<file path="src/rtl/wsc_pkg.sv">
package wsc_pkg;
  typedef enum logic [1:0] {
    ST_DESEL = 2'd0,
    ST_SEL   = 2'd1,
    ST_BUSY  = 2'd2,
    ST_STBY  = 2'd3
  } wsc_state_e;
endpackage

</file>
<file path="src/rtl/wsc_sync.sv">
module wsc_sync #(
  parameter int          W       = 3,
  parameter int          STAGES  = 2,
  parameter logic [W-1:0] RST_VAL = '0
) (
  input  logic         clk,
  input  logic         rst,
  input  logic [W-1:0] d_i,
  output logic [W-1:0] q_o
);
  logic [W-1:0] stg_q [STAGES];

  always_ff @(posedge clk) begin
    if (rst) begin
      for (int i = 0; i < STAGES; i++) stg_q[i] <= RST_VAL;
    end else begin
      stg_q[0] <= d_i;
      for (int i = 1; i < STAGES; i++) stg_q[i] <= stg_q[i-1];
    end
  end

  assign q_o = stg_q[STAGES-1];
endmodule

</file>
<file path="src/rtl/wsc_counter.sv">
module wsc_counter #(
  parameter int NUM_TAPS = 100,
  parameter int POS_W    = $clog2(NUM_TAPS)
) (
  input  logic             clk,
  input  logic             rst,
  input  logic [POS_W-1:0] load_i,
  input  logic             en_i,
  input  logic             up_i,
  output logic [POS_W-1:0] count_o
);
  localparam logic [POS_W-1:0] TOP = POS_W'(NUM_TAPS - 1);

  logic [POS_W-1:0] count_q;

  always_ff @(posedge clk) begin
    if (rst) begin
      count_q <= load_i;
    end else if (en_i) begin
      if (up_i && count_q != TOP)        count_q <= count_q + POS_W'(1);
      else if (!up_i && count_q != '0)   count_q <= count_q - POS_W'(1);
    end
  end

  assign count_o = count_q;

  assert_in_range_R1: assert property (@(posedge clk) disable iff (rst)
    count_q <= TOP);
  assert_sat_top_R5: assert property (@(posedge clk) disable iff (rst)
    (en_i && up_i && count_q == TOP) |=> count_q == TOP);
  assert_sat_bottom_R5: assert property (@(posedge clk) disable iff (rst)
    (en_i && !up_i && count_q == '0) |=> count_q == '0);
  assert_step_up_R3: assert property (@(posedge clk) disable iff (rst)
    (en_i && up_i && count_q < TOP) |=> count_q == $past(count_q) + POS_W'(1));
endmodule

</file>
<file path="src/rtl/wsc_decode.sv">
module wsc_decode #(
  parameter int NUM_TAPS = 100,
  parameter int POS_W    = $clog2(NUM_TAPS)
) (
  input  logic                clk,
  input  logic                rst,
  input  logic [POS_W-1:0]    pos_i,
  output logic [NUM_TAPS-1:0] tap_o
);
  logic [NUM_TAPS-1:0] dec;
  logic [NUM_TAPS-1:0] tap_q;

  for (genvar i = 0; i < NUM_TAPS; i++) begin : g_tap
    assign dec[i] = (pos_i == POS_W'(i));
  end

  always_ff @(posedge clk) tap_q <= dec;

  assign tap_o = tap_q;

  assert_onehot_R2: assert property (@(posedge clk) disable iff (rst)
    $countones(tap_q) == 1);
endmodule

</file>
<file path="src/rtl/wiper_step_ctrl.sv">
module wiper_step_ctrl
  import wsc_pkg::*;
#(
  parameter int NUM_TAPS     = 100,
  parameter int SYNC_STAGES  = 2,
  parameter int STORE_CYCLES = 8,
  parameter int INIT_POS     = 0
) (
  input  logic                      clk,
  input  logic                      rst,
  input  logic                      cs_n_i,
  input  logic                      step_i,
  input  logic                      dir_i,
  output logic [$clog2(NUM_TAPS)-1:0] pos_o,
  output logic [NUM_TAPS-1:0]       tap_sel_o,
  output logic                      standby_o,
  output logic                      busy_o
);
  localparam int POS_W = $clog2(NUM_TAPS);
  localparam int CNT_W = $clog2(STORE_CYCLES + 1);

  logic [2:0]       raw_in, syn_in;
  logic             s_cs_n, s_step, s_dir;
  logic             step_prev_q;
  logic             step_fall, step_en;
  logic [POS_W-1:0] pos;
  logic [POS_W-1:0] shadow_q = POS_W'(INIT_POS);
  logic [CNT_W-1:0] busy_cnt_q;
  wsc_state_e       state_q;

  assign raw_in = {cs_n_i, step_i, dir_i};

  wsc_sync #(.W(3), .STAGES(SYNC_STAGES), .RST_VAL(3'b110)) u_sync (
    .clk (clk),
    .rst (rst),
    .d_i (raw_in),
    .q_o (syn_in)
  );

  assign {s_cs_n, s_step, s_dir} = syn_in;

  always_ff @(posedge clk) begin
    if (rst) step_prev_q <= 1'b1;
    else     step_prev_q <= s_step;
  end

  assign step_fall = step_prev_q && !s_step;
  assign step_en   = step_fall && !s_cs_n && (state_q == ST_SEL);

  // Select / store / standby sequencing
  always_ff @(posedge clk) begin
    if (rst) begin
      state_q    <= ST_DESEL;
      busy_cnt_q <= '0;
    end else begin
      case (state_q)
        ST_DESEL, ST_STBY: if (!s_cs_n) state_q <= ST_SEL;
        ST_SEL: if (s_cs_n) begin
          if (s_step) begin
            state_q    <= ST_BUSY;
            busy_cnt_q <= CNT_W'(STORE_CYCLES - 1);
          end else begin
            state_q <= ST_DESEL;
          end
        end
        ST_BUSY: begin
          if (busy_cnt_q == '0) state_q <= ST_STBY;
          else                  busy_cnt_q <= busy_cnt_q - CNT_W'(1);
        end
        default: state_q <= ST_DESEL;
      endcase
    end
  end

  // Shadow storage: never cleared by reset
  always_ff @(posedge clk) begin
    if (!rst && state_q == ST_SEL && s_cs_n && s_step) shadow_q <= pos;
  end

  wsc_counter #(.NUM_TAPS(NUM_TAPS), .POS_W(POS_W)) u_cnt (
    .clk     (clk),
    .rst     (rst),
    .load_i  (shadow_q),
    .en_i    (step_en),
    .up_i    (s_dir),
    .count_o (pos)
  );

  wsc_decode #(.NUM_TAPS(NUM_TAPS), .POS_W(POS_W)) u_dec (
    .clk   (clk),
    .rst   (rst),
    .pos_i (pos),
    .tap_o (tap_sel_o)
  );

  assign pos_o     = pos;
  assign busy_o    = (state_q == ST_BUSY);
  assign standby_o = (state_q == ST_STBY);

  assert_desel_hold_R4: assert property (@(posedge clk) disable iff (rst)
    s_cs_n |=> $stable(pos));
  assert_busy_hold_R6: assert property (@(posedge clk) disable iff (rst)
    busy_o |=> $stable(pos));
  assert_store_value_R6: assert property (@(posedge clk) disable iff (rst)
    $rose(busy_o) |-> shadow_q == pos);
  assert_standby_entry_R8: assert property (@(posedge clk) disable iff (rst)
    $rose(standby_o) |-> $past(busy_o));
  assert_no_store_R7: assert property (@(posedge clk) disable iff (rst)
    !busy_o |=> (busy_o || $stable(shadow_q)));
  assert_recall_R9: assert property (@(posedge clk) disable iff (rst)
    $fell(rst) |-> pos == shadow_q);
endmodule

</file>
<file path="config.mk">
export PLATFORM = sky130hd
export DESIGN_NAME = wiper_step_ctrl
export DESIGN_NICKNAME = d
export VERILOG_FILES = /design/src/rtl/wsc_pkg.sv /design/src/rtl/wsc_sync.sv /design/src/rtl/wsc_counter.sv /design/src/rtl/wsc_decode.sv /design/src/rtl/wiper_step_ctrl.sv
export SDC_FILE = /design/constraint.sdc
export NUM_CORES = 1
export LEC_CHECK = 0
export BUFFER_PORTS_ARGS = -buffer_cell sky130_fd_sc_hd__buf_2
export CORE_UTILIZATION = 51
export DETAILED_ROUTE_END_ITERATION = 10
export PLACE_DENSITY = 0.8
export SLEW_MARGIN = 20
export SYNTH_ARGS = -nofsm -noshare
export SYNTH_HDL_FRONTEND = slang
export SYNTH_SLANG_ARGS = --single-unit
</file>
<file path="constraint.sdc">
create_clock -name clk -period 2.93 [get_ports clk]
set_clock_uncertainty 0.15 [all_clocks]
set_input_delay 0.293 -clock clk [delete_from_list [all_inputs] [get_ports clk]]
set_output_delay 0.293 -clock clk [all_outputs]
set_load 0.01 [all_outputs]
</file>
* Word-level counts from Yosys, hierarchy flattened
Memories as Yosys holds them, arrays and structs flattened.
Cells that the tools add are included.
** Storage, ports and cells
- Register bits :: 121
- RAM bits :: 6
- Input bits :: 5
- Logic and storage cells :: 161
- Memories kept :: 1
** Operators by class
- $add $sub $neg :: 3
- Equal/unequal tests :: 108
- Muxes and demuxes :: 18
- Bitwise gates (word level) :: 2
- Reduce and logical (&&, ||, !) cells :: 23
** Memories
- u_sync.stg_q :: words 2, width 3, read ports 2, clocked after memory_dff 0, wr ports 2, RTL line wsc_sync.sv:11 : logic [W-1:0] stg_q [STAGES];
** Operators by type and width (number)
- $eq A7 B7 Y1 const B :: 36
- $eq A7 B6 Y1 const B :: 32
- $eq A7 B5 Y1 const B :: 16
- $eq A7 B4 Y1 const B :: 8
- $eq A7 B3 Y1 const B :: 4
- $mux W7 :: 4
- $eq A7 B2 Y1 const B :: 2
- $mux W4 :: 3
- $logic_and A1 B1 Y1 :: 8
- $mux W2 :: 4
- $ne A2 B2 Y1 const B :: 4
- $pmux W4 S2 :: 1
- $add A7 B1 Y7 const B :: 1
- $eq A7 B1 Y1 const B :: 1
- $logic_not A7 Y1 :: 1
- $ne A7 B7 Y1 const B :: 1
- $reduce_bool A7 Y1 :: 1
- $sub A7 B1 Y7 const B :: 1
- $mux W3 :: 2
- $pmux W2 S3 :: 1
- $eq A2 B2 Y1 const B :: 2
- $logic_not A1 Y1 :: 4
- $logic_not A4 Y1 :: 1
- $reduce_and A4 Y1 :: 1
- other kinds (11) :: 15

* Longest topological paths before layout
Gate-level depths: netlist of run 1.
- Depth after elaboration :: 6
- Mapped depth :: 7
- Depth with buffers taken out :: 6

* By module
From an unflattened synthesis of run 1, not the netlist that was laid out.
** Unflattened totals
- Cell total of the unflattened synthesis :: 379
- Area, all modules :: 4166.5 um2
** Modules (own cells, without submodules)
- wsc_decode :: times used 1, cells each 243, area an instance 2692.6 um2, sequential area each 2001.9 um2
- wiper_step_ctrl :: times used 1, cells each 62, area an instance 709.4 um2, sequential area each 350.3 um2
- wsc_counter :: times used 1, cells each 59, area an instance 584.3 um2, sequential area each 210.2 um2
- wsc_sync :: times used 1, cells each 15, area an instance 180.2 um2, sequential area each 120.1 um2

* Worst setup path after synthesis of run 1
No wires, ideal clock.
- Path kind :: register to register
- Start :: register u_cnt.count_q[1] (netlist: u_cnt.count_o[1])
- End :: register u_cnt.count_q[0] (netlist: u_cnt.count_o[0]), enable pin
- Setup time :: 0.274 ns
- Arrival :: 1.842 ns
- Data required time :: 2.506 ns
- Slack :: 0.665 ns
- Cell stages (with the launch flop) :: 7
- Buffers on the path :: 1
- Clock period less this slack :: 2.265 ns
- Cells stage by stage :: edfxtp_1 > ha_1 > or3b_1 > buf_2 > o21ai_2 > o21ai_1 > a41o_1
** On the way
- Longest elaborated chain between the ends :: 4
- Elaborated cells between the ends (all ways) :: 6
- Classes of those cells :: eq/ne: 1; reduce/logical: 5
** Ends and longest elaborated chain
- from (decl) :: RTL line wsc_counter.sv:14 : logic [POS_W-1:0] count_q;
- from (signal assigned) :: RTL line wsc_counter.sv:18 : count_q <= load_i;
- from (signal assigned) :: RTL line wsc_counter.sv:20 : if (up_i && count_q != TOP) count_q <= count_q + POS_W'(1);
- from (signal assigned) :: RTL line wsc_counter.sv:21 : else if (!up_i && count_q != '0) count_q <= count_q - POS_W'(1);
- $ne A7 B7 Y1 / $reduce_bool A7 Y1 (equally long branches) :: RTL line wsc_counter.sv:20, wsc_counter.sv:21
- $logic_and A1 B1 Y1, on equally long branches :: RTL line wsc_counter.sv:20, wsc_counter.sv:21
- $reduce_bool A3 Y1 (no line) (*)
- $reduce_and A2 Y1 (no line) (*)
Every way passes the cells marked *; elsewhere a longest branch is shown, timed or not.
A chain may end at the register's enable or synchronous reset.

* Worst setup path after layout of run 1
Ends and elaborated chain as after synthesis.

==> flow_summary_export.csv, run 1 <==
group,metric,value,unit
sta,slew_headroom,0.489,
die,fp.coreArea,7410,um2
setup_path,crit_path_start_kind,"register",
logic_synthesis,ys.flop_type,"dfxtp_1",
logic_synthesis,synth_fa_ha_area_frac,0.0313,
sta,tns,0,ns
placed_design,dpl_cell_area,4600,um2
layout,final_nets,507,
cts,cts_sinks,127,
route,vias,2977,
cts,cts_buffers,17,
sta,worst_pin_slew,0.765,ns
sta,fin_crit,2.54,ns
logic_synthesis,synth.area.mux_share,0.00813,
setup_path,cp.arrival,2.62,ns
sta,layout_setup_ws,0.388,ns
route,antenna_left,0,
cts,clk_pin_slew,0.06,ns
sta,rsz0062_at_grt,"false",
sta,period_share,0.867,
route,wirelength,9.01,mm
grt,grt_start_max_net_pins,27,
logic_synthesis,synthSimpleGateAreaFrac,0.188,
sta,setup_violations,0,
pwr,power,4.27,mW
placed_design,dp_slack,0.414,ns
route,drtIter0Drc,174,
cts,cts_tree,"yes",
setup_path,worstPathRequired,3.01,ns
setup_path,rr_worst_depth,5,
placed_design,io_buffers,113,
placed_design,gp_congestion,0.905,
layout,final_area,5180,um2
route,wire_per_inst,14.9,um
logic_synthesis,synth_compound_area_frac,0.0629,
sta,finalMaxSlewViolations,0,
die,die_y,90.6,um
die,die-area,8200,um2
die,fp-row-count,31,
flow_run,cap_viol_max_count,0,
route,drcViolationCount,0,
die,boundaryPins,114,
min_path,hold_depth,2,
cts,htree_levels,4,
layout,fillers,535,
pwr,ir_drop,459,uV
setup_path,crit_fanout,9,
setup_path,end_kind,"register",
layout,fin_util,0.699,
cts,cts.repair.resized,0,
status,status,"finished clean",
grt,grt.total_usage,0.237,
logic_synthesis,synth_cells,377,
logic_synthesis,async_flop_share,0,
logic_synthesis,ys_seq_elements,127,
logic_synthesis,synth-seq-area-share,0.671,
logic_synthesis,synth_cell_types,53,
logic_synthesis,avgSynthCellArea,10.6,um2
pwr,p_leak,2.38,nW
die,initial_core_util,0.540,
grt,grt_pass1_wl,14.7,mm
grt,grt_pass1_vias,2904,
logic_synthesis,syn-num-nets,392,
pwr,p_per_area,824,nW/um2
cts,root_buffer,"clkbuf_8",
die,fp.dieW,90.6,um
logic_synthesis,synth_edf_count,14,
layout,area_delta_synth_final,29.5,%
logic_synthesis,synth_top_family_by_area,"simple AND/OR/NAND/NOR gates",
route,drt_pass1_iterations,6,
placed_design,hpwlAfterDp,5.90,mm
logic_synthesis,synth.cell_area,4000,um2
min_path,worst_hold_path_type,"input port to register",
grt,overflow,0,
cts,cts_max_path_buffers,2,
layout,drive_above_1_share,0.319,
cts,clock_latency,0.51,ns
sta,finalHoldViolCount,0,
logic_synthesis,yosysWarnings,0,
route,vias_per_cell,4.93,
logic_synthesis,yosys.area_share.xor_xnor,0.00438,
grt,antenna_found_initial,0,
setup_path,worstSetupPathType,"register to register",
layout,diodes,0,
sta,max_freq,393,MHz
## what timing repair did
item | 4_1_cts | 5_1_grt
endpoints found under the hold margin | 3 | 0
hold buffers | 3 | 0
setup buffers | 0 | 0
## sequential cells by signal (all words and copies together) (netlist names)
| register | count |
|---|---|
| step_prev_q | 1 |
| u_sync.stg_q | 6 |
| u_dec.tap_o | 100 |
| shadow_q | 7 |
| busy_cnt_q | 4 |
| state_q | 2 |
| u_cnt.count_o | 7 |
## logic make-up after synthesis
group | count (synthesis)
AO/OA/AOI/OAI | 32
AND/OR/NAND/NOR | 171
adder cells (fa/ha/maj) | 10
buffers and inverters | 32
multiplexers | 3
XOR/XNOR | 2
flip-flops | 127
## where the power goes
part | leakage (nW) | internal [mW] | switching [mW] | total, mW
Sequential | 1.05 | 1.84 | 0.0702 | 1.91
Combinational | 1.07 | 0.169 | 0.266 | 0.435
Clock | 0.267 | 1.14 | 0.783 | 1.92
## per-layer routing
metal,track usage,vias to the layer above,wire length (um)
met5,0,-,0
met1,0.281,1372,3830
met2,0.383,132,4330
met3,0.0665,20,583
met4,0.141,0,265
li1,-,1453,-
## path summary, 6_finish.rpt
path	from	to	slack (ns)
setup / recovery	u_cnt.count_o[1]$_DFFE_PP_	u_cnt.count_o[0]$_DFFE_PP_	0.39
hold / removal	rst	u_sync.stg_q[0][0]$_SDFF_PP0_	0.07
setup reg to reg	u_cnt.count_o[1]$_DFFE_PP_	u_cnt.count_o[0]$_DFFE_PP_	0.39
hold reg to reg	u_sync.stg_q[0][1]$_SDFF_PP1_	u_sync.stg_q[0][4]$_SDFF_PP1_	0.26
## cell type report
class | instances | area, um2 | area share
multi-input combinational | 218 | 1180 | 0.227
clock buffer | 18 | 418 | 0.0807
sequential | 127 | 2680 | 0.518
clock inverter | 14 | 131 | 0.0254
tap | 99 | 124 | 0.0239
inverter | 10 | 37.5 | 0.00724
timing repair buffer | 118 | 611 | 0.118
## cell usage in the layout (no fill, tap or decap), drive strengths merged, types with 2 or more instances in the layout
cell,n
nor2,115
buf,115
dfxtp,113
nand2,24
clkbuf,18
inv,16
edfxtp,14
ha,10
o21ai,9
or3b,5
clkinv,5
nor2b,4
or2,4
a211oi,4
nand3,3
nor3,3
dlygate4sd3,3
and3,2
a22oi,2
mux2,2
or3,2
clkinvlp,2
nand3b,2
and2,2
o21a,2
o31ai,2
## critical path: stages (launching register included)
cell and delay, ns:
edfxtp_1 0.50, ha_1 0.37, or3b_1 0.52, o21ai_2 0.23, o21ai_1 0.11, a41o_1 0.37
## stage by stage
| step | hold WS [ns] | cells |
|---|---|---|
| after CTS | 0.0456 | 604 |
| final | 0.0653 | 604 |
| after detailed placement | 0.248 | 569 |
| after floorplan | 0.239 | 377 |
| after global routing | 0.0937 | 604 |
| after global placement | 0.242 | 569 |
## synthesized netlist by cell type, drive strengths merged, types with 2 or more instances
library cell  number  area (um2)
nor3               3        15.0
nand3b             2        27.5
nand2             24        90.1
dfxtp            113        2260
mux2               2        22.5
buf               11        61.3
o21ai              9        48.8
nor2             115         432
inv               10        37.5
nand3              3        15.0
or2                4        25.0
a22oi              2        15.0
o31ai              2        20.0
and2               2        12.5
or3b               5        43.8
a211oi             4        35.0
and3               2        12.5
clkbuf            11        41.3
o21a               2        16.3
edfxtp            14         420
or3                2        12.5
ha                10         125
nor2b              4        25.0
(Power assumes the default switching activity.)
==> inputs of run 2 (changes only) <==
PLACE_DENSITY = 0.79   (was 0.8)
==> flow_summary_export.csv, run 2 (synthesis results as in run 1) <==
group,metric,value,unit
layout,diodes,0,
setup_path,cp.arrival,2.61,ns
layout,final_common_cell,"nor2_1",
grt,use_met1,0.288,
sta,period_share,0.861,
sta,tns,0,ns
route,wire_per_inst,15.3,um
setup_path,worstPathRequired,3.01,ns
setup_path,ff2ff_setup_slack,0.41,ns
grt,busiest_layer,"met2",
sta,slew_headroom,0.460,
cts,root_buffer,"clkbuf_8",
pwr,p_leak,2.38,nW
grt,grt_pass1_vias,2960,
layout,multi_input_area,1180,um2
layout,drive_above_1_share,0.319,
layout,layout_common_cells,"115 x nor2_1, 113 x dfxtp_1, 113 x buf_2",
grt,antenna_found_initial,0,
sta,fin_crit,2.52,ns
route,vias_per_cell,5.04,
layout,seqCellArea,2680,um2
sta,setup_violations,0,
grt,grt_pass1_wl,15.1,mm
setup_path,crit_fanout,9,
grt,overflow,0,
layout,final_nets,506,
sta,worst_pin_slew,0.808,ns
die,initial_core_util,0.540,
setup_path,crit_start,"u_cnt.count_o[1]$_DFFE_PP_",
die,die-area,8200,um2
pwr,ir_drop,499,uV
grt,grt.total_usage,0.242,
cts,clock_latency,0.51,ns
placed_design,hpwlAfterDp,5.91,mm
sta,finalHoldViolCount,0,
route,drcViolationCount,0,
setup_path,end_kind,"register",
min_path,worst_hold_path_type,"input port to register",
flow_run,cap_viol_max_count,0,
route,drt_pass1_iterations,5,
placed_design,gp_congestion,0.874,
pwr,p_per_area,816,nW/um2
setup_path,crit_path_start_kind,"register",
cts,cts_sinks,127,
layout,area_delta_synth_final,29.2,%
sta,layout_setup_ws,0.407,ns
cts,cts_buffers,17,
die,die_y,90.6,um
route,vias,3042,
die,fp.dieW,90.6,um
route,antenna_left,0,
cts,clk_pin_slew,0.06,ns
die,fp-row-count,31,
setup_path,rr_worst_depth,5,
route,drtIter0Drc,210,
sta,max_freq,396,MHz
setup_path,crit_end,"u_cnt.count_o[5]$_DFFE_PP_",
cts,cts_max_path_buffers,2,
cts,htree_levels,4,
sta,rsz0062_at_grt,"false",
cts,cts_tree,"yes",
cts,post_cts_buffers,0,
placed_design,io_buffers,113,
cts,cts.repair.resized,0,
grt,grt_use_met2,0.387,
layout,largest_reg_flops,100,
placed_design,dp_slack,0.431,ns
setup_path,timing.rr.start,"u_cnt.count_o[1]$_DFFE_PP_",
setup_path,worstSetupPathType,"register to register",
cts,cts_hold_buf,3,
setup_path,regToRegEndpoint,"u_cnt.count_o[5]$_DFFE_PP_",
die,boundaryPins,114,
route,wirelength,9.20,mm
status,status,"finished clean",
sta,finalMaxSlewViolations,0,
layout,fillers,533,
grt,grt_start_max_net_pins,27,
die,fp.coreArea,7410,um2
grt,grt_use_met3,0.0749,
## run 2: cell types whose count changed in the layout (fill, tap and decap cells not counted)
cell        previous run  this run
bufinv_16              1         0
clkinv_4               3         4
clkinvlp_4             2         1
clkbuf_1               1         0
buf_4                  2         1
clkbuf_8               1         3
## run 2: how the worst min path moves through the flow
stage                                             start                             to  cells past startpoint
after floorplan           u_sync.stg_q[0][1]$_SDFF_PP1_  u_sync.stg_q[0][4]$_SDFF_PP1_                      1
after global placement    u_sync.stg_q[0][1]$_SDFF_PP1_  u_sync.stg_q[0][4]$_SDFF_PP1_                      1
after detailed placement  u_sync.stg_q[0][1]$_SDFF_PP1_  u_sync.stg_q[0][4]$_SDFF_PP1_                      1
after CTS                                           rst  u_sync.stg_q[0][3]$_SDFF_PP0_                      2
after global routing                                rst  u_sync.stg_q[0][0]$_SDFF_PP0_                      2
final                                               rst  u_sync.stg_q[0][3]$_SDFF_PP0_                      2
## run 2: per-stage QoR
| step | total power [mW] | utilization | instances | instance area [um2] | hold slack (ns) |
|---|---|---|---|---|---|
| finish | 4.22 | 0.698 | 603 | 5170 | 0.0653 |
| CTS | 4.24 | 0.698 | 603 | 5170 | 0.0533 |
| global route | 4.39 | 0.698 | 603 | 5170 | 0.0997 |
| floorplan | 2.26 | - | 377 | 4000 | 0.239 |
| global placement | 2.36 | 0.620 | 568 | 4590 | 0.241 |
| detailed placement | 2.37 | 0.620 | 568 | 4590 | 0.243 |
## run 2: routing by layer
metal / wire, um / vias up
met5: 0 / -
met3: 775 / 24
li1: - / 1455
met4: 300 / 0
met2: 4430 / 148
met1: 3700 / 1415
## run 2: where the power goes
group,internal (mW),switching [mW]
logic,0.168,0.260
clock network,1.10,0.775
registers,1.84,0.0729
## run 2: worst max-delay path: stages (launching register included)
cell      delay (ns)
edfxtp_1        0.50
ha_1            0.37
or3b_1          0.53
o21ai_2         0.24
o21ai_1         0.09
a41o_1          0.36
## run 2: layout make-up
type / count / area share
clock buffer: 19 / 0.0855
clock inverter: 13 / 0.0198
inverter: 10 / 0.00726
multi-input combinational: 218 / 0.228
sequential: 127 / 0.519
tap: 99 / 0.0240
timing repair buffer: 117 / 0.117
==> inputs of run 3 (changes only) <==
CORE_ASPECT_RATIO = 1.25   (was default)
==> flow_summary_export.csv, run 3 (synthesis results as in run 1) <==
group,metric,value,unit
pwr,p_leak,2.42,nW
cts,root_buffer,"clkbuf_8",
layout,final_nets,506,
cts,htree_levels,4,
sta,slew_headroom,0.464,
cts,cts_hold_buf,3,
setup_path,timing.rr.start,"u_cnt.count_o[1]$_DFFE_PP_",
pwr,ir_drop,556,uV
die,die-area,8200,um2
grt,antenna_found_initial,0,
layout,final_common_cell,"nor2_1",
cts,post_cts_buffers,0,
layout,fillers,512,
die,fp.dieW,81.2,um
route,antenna_left,0,
sta,period_share,0.877,
cts,clk_pin_slew,0.06,ns
die,initial_core_util,0.534,
grt,overflow,0,
route,drt_pass1_iterations,4,
cts,clock_latency,0.52,ns
sta,rsz0062_at_grt,"false",
placed_design,io_buffers,113,
route,vias_per_cell,5.07,
grt,grt.total_usage,0.240,
die,fp.coreArea,7490,um2
sta,worst_pin_slew,0.802,ns
pwr,p_per_area,868,nW/um2
placed_design,hpwlAfterDp,5.86,mm
setup_path,crit_start,"u_cnt.count_o[1]$_DFFE_PP_",
placed_design,dpl_cell_area,4590,um2
grt,grt_pass1_vias,2919,
sta,fin_crit,2.57,ns
grt,grt_pass1_wl,14.4,mm
die,die_y,101,um
grt,grt_use_met3,0.0796,
sta,tns,0,ns
sta,finalMaxSlewViolations,0,
grt,grt_start_max_net_pins,27,
grt,use_met1,0.272,
cts,cts_sinks,127,
setup_path,crit_fanout,9,
status,status,"finished clean",
die,boundaryPins,114,
sta,max_freq,389,MHz
layout,area_delta_synth_final,31.2,%
die,fp-row-count,35,
grt,busiest_layer,"met2",
route,vias,3024,
setup_path,end_kind,"register",
route,wire_per_inst,15.6,um
cts,cts.repair.resized,0,
min_path,worst_hold_path_type,"input port to register",
setup_path,worstSetupPathType,"register to register",
route,wirelength,9.32,mm
setup_path,crit_path_start_kind,"register",
route,drcViolationCount,0,
layout,layout_common_cells,"115 x nor2_1, 113 x dfxtp_1, 113 x buf_2",
grt,grt_use_met2,0.405,
layout,seqCellArea,2680,um2
setup_path,worstPathRequired,3.01,ns
layout,multi_input_area,1180,um2
cts,cts_tree,"yes",
placed_design,gp_congestion,0.894,
setup_path,cp.arrival,2.65,ns
placed_design,post-place-cells,561,
sta,setup_violations,0,
cts,cts_buffers,17,
flow_run,cap_viol_max_count,0,
layout,final_area,5250,um2
layout,largest_reg_flops,100,
sta,finalHoldViolCount,0,
route,drtIter0Drc,147,
min_path,min_from,"rst",
layout,diodes,0,
layout,stdcell_count,596,
cts,cts_max_path_buffers,2,
layout,drive_above_1_share,0.319,
run 3: where the power goes:
part           switching (mW)  internal, mW
combinational           0.259         0.167
sequential             0.0771          1.84
clock                   0.786          1.42
run 3: cell type report:
cell class                 count  share of cell area
sequential                   127               0.511
clock buffer                  18              0.0816
clock inverter                14              0.0386
timing repair buffer         117               0.115
multi-input combinational    218               0.224
inverter                      10             0.00715
tap                           92              0.0219
run 3: metrics by stage:
| step | power (mW) | util | worst slack [ns] | hold slack (ns) |
|---|---|---|---|---|
| floorplan | 2.26 | - | 0.665 | 0.239 |
| global placement | 2.36 | 0.612 | 0.529 | 0.243 |
| detailed placement | 2.38 | 0.612 | 0.390 | 0.248 |
| CTS | 4.59 | 0.701 | 0.392 | 0.0378 |
| global route | 4.71 | 0.701 | 0.221 | 0.0873 |
| finish | 4.55 | 0.701 | 0.362 | 0.0611 |
run 3: final timing paths:
kind,cells after the start,slack (ns),end
worst max-delay path,5,0.36,u_cnt.count_o[6]$_DFFE_PP_
worst min-delay path,2,0.06,u_sync.stg_q[0][3]$_SDFF_PP0_
worst max register to register,5,0.36,u_cnt.count_o[6]$_DFFE_PP_
worst min register to register,1,0.26,u_sync.stg_q[0][4]$_SDFF_PP1_
run 3: per-layer routing:
layer	wire, um	vias to the layer above	part of all wire
met5	0	-	0
met4	153	0	0.016
met3	553	16	0.059
met2	4870	110	0.52
met1	3750	1438	0.40
li1	-	1460	-
run 3: critical path: stages, from the launching register on:
cell and delay (ns):
edfxtp_1 0.51, ha_1 0.38, or3b_1 0.54, o21ai_2 0.23
o21ai_1 0.09, a41o_1 0.38
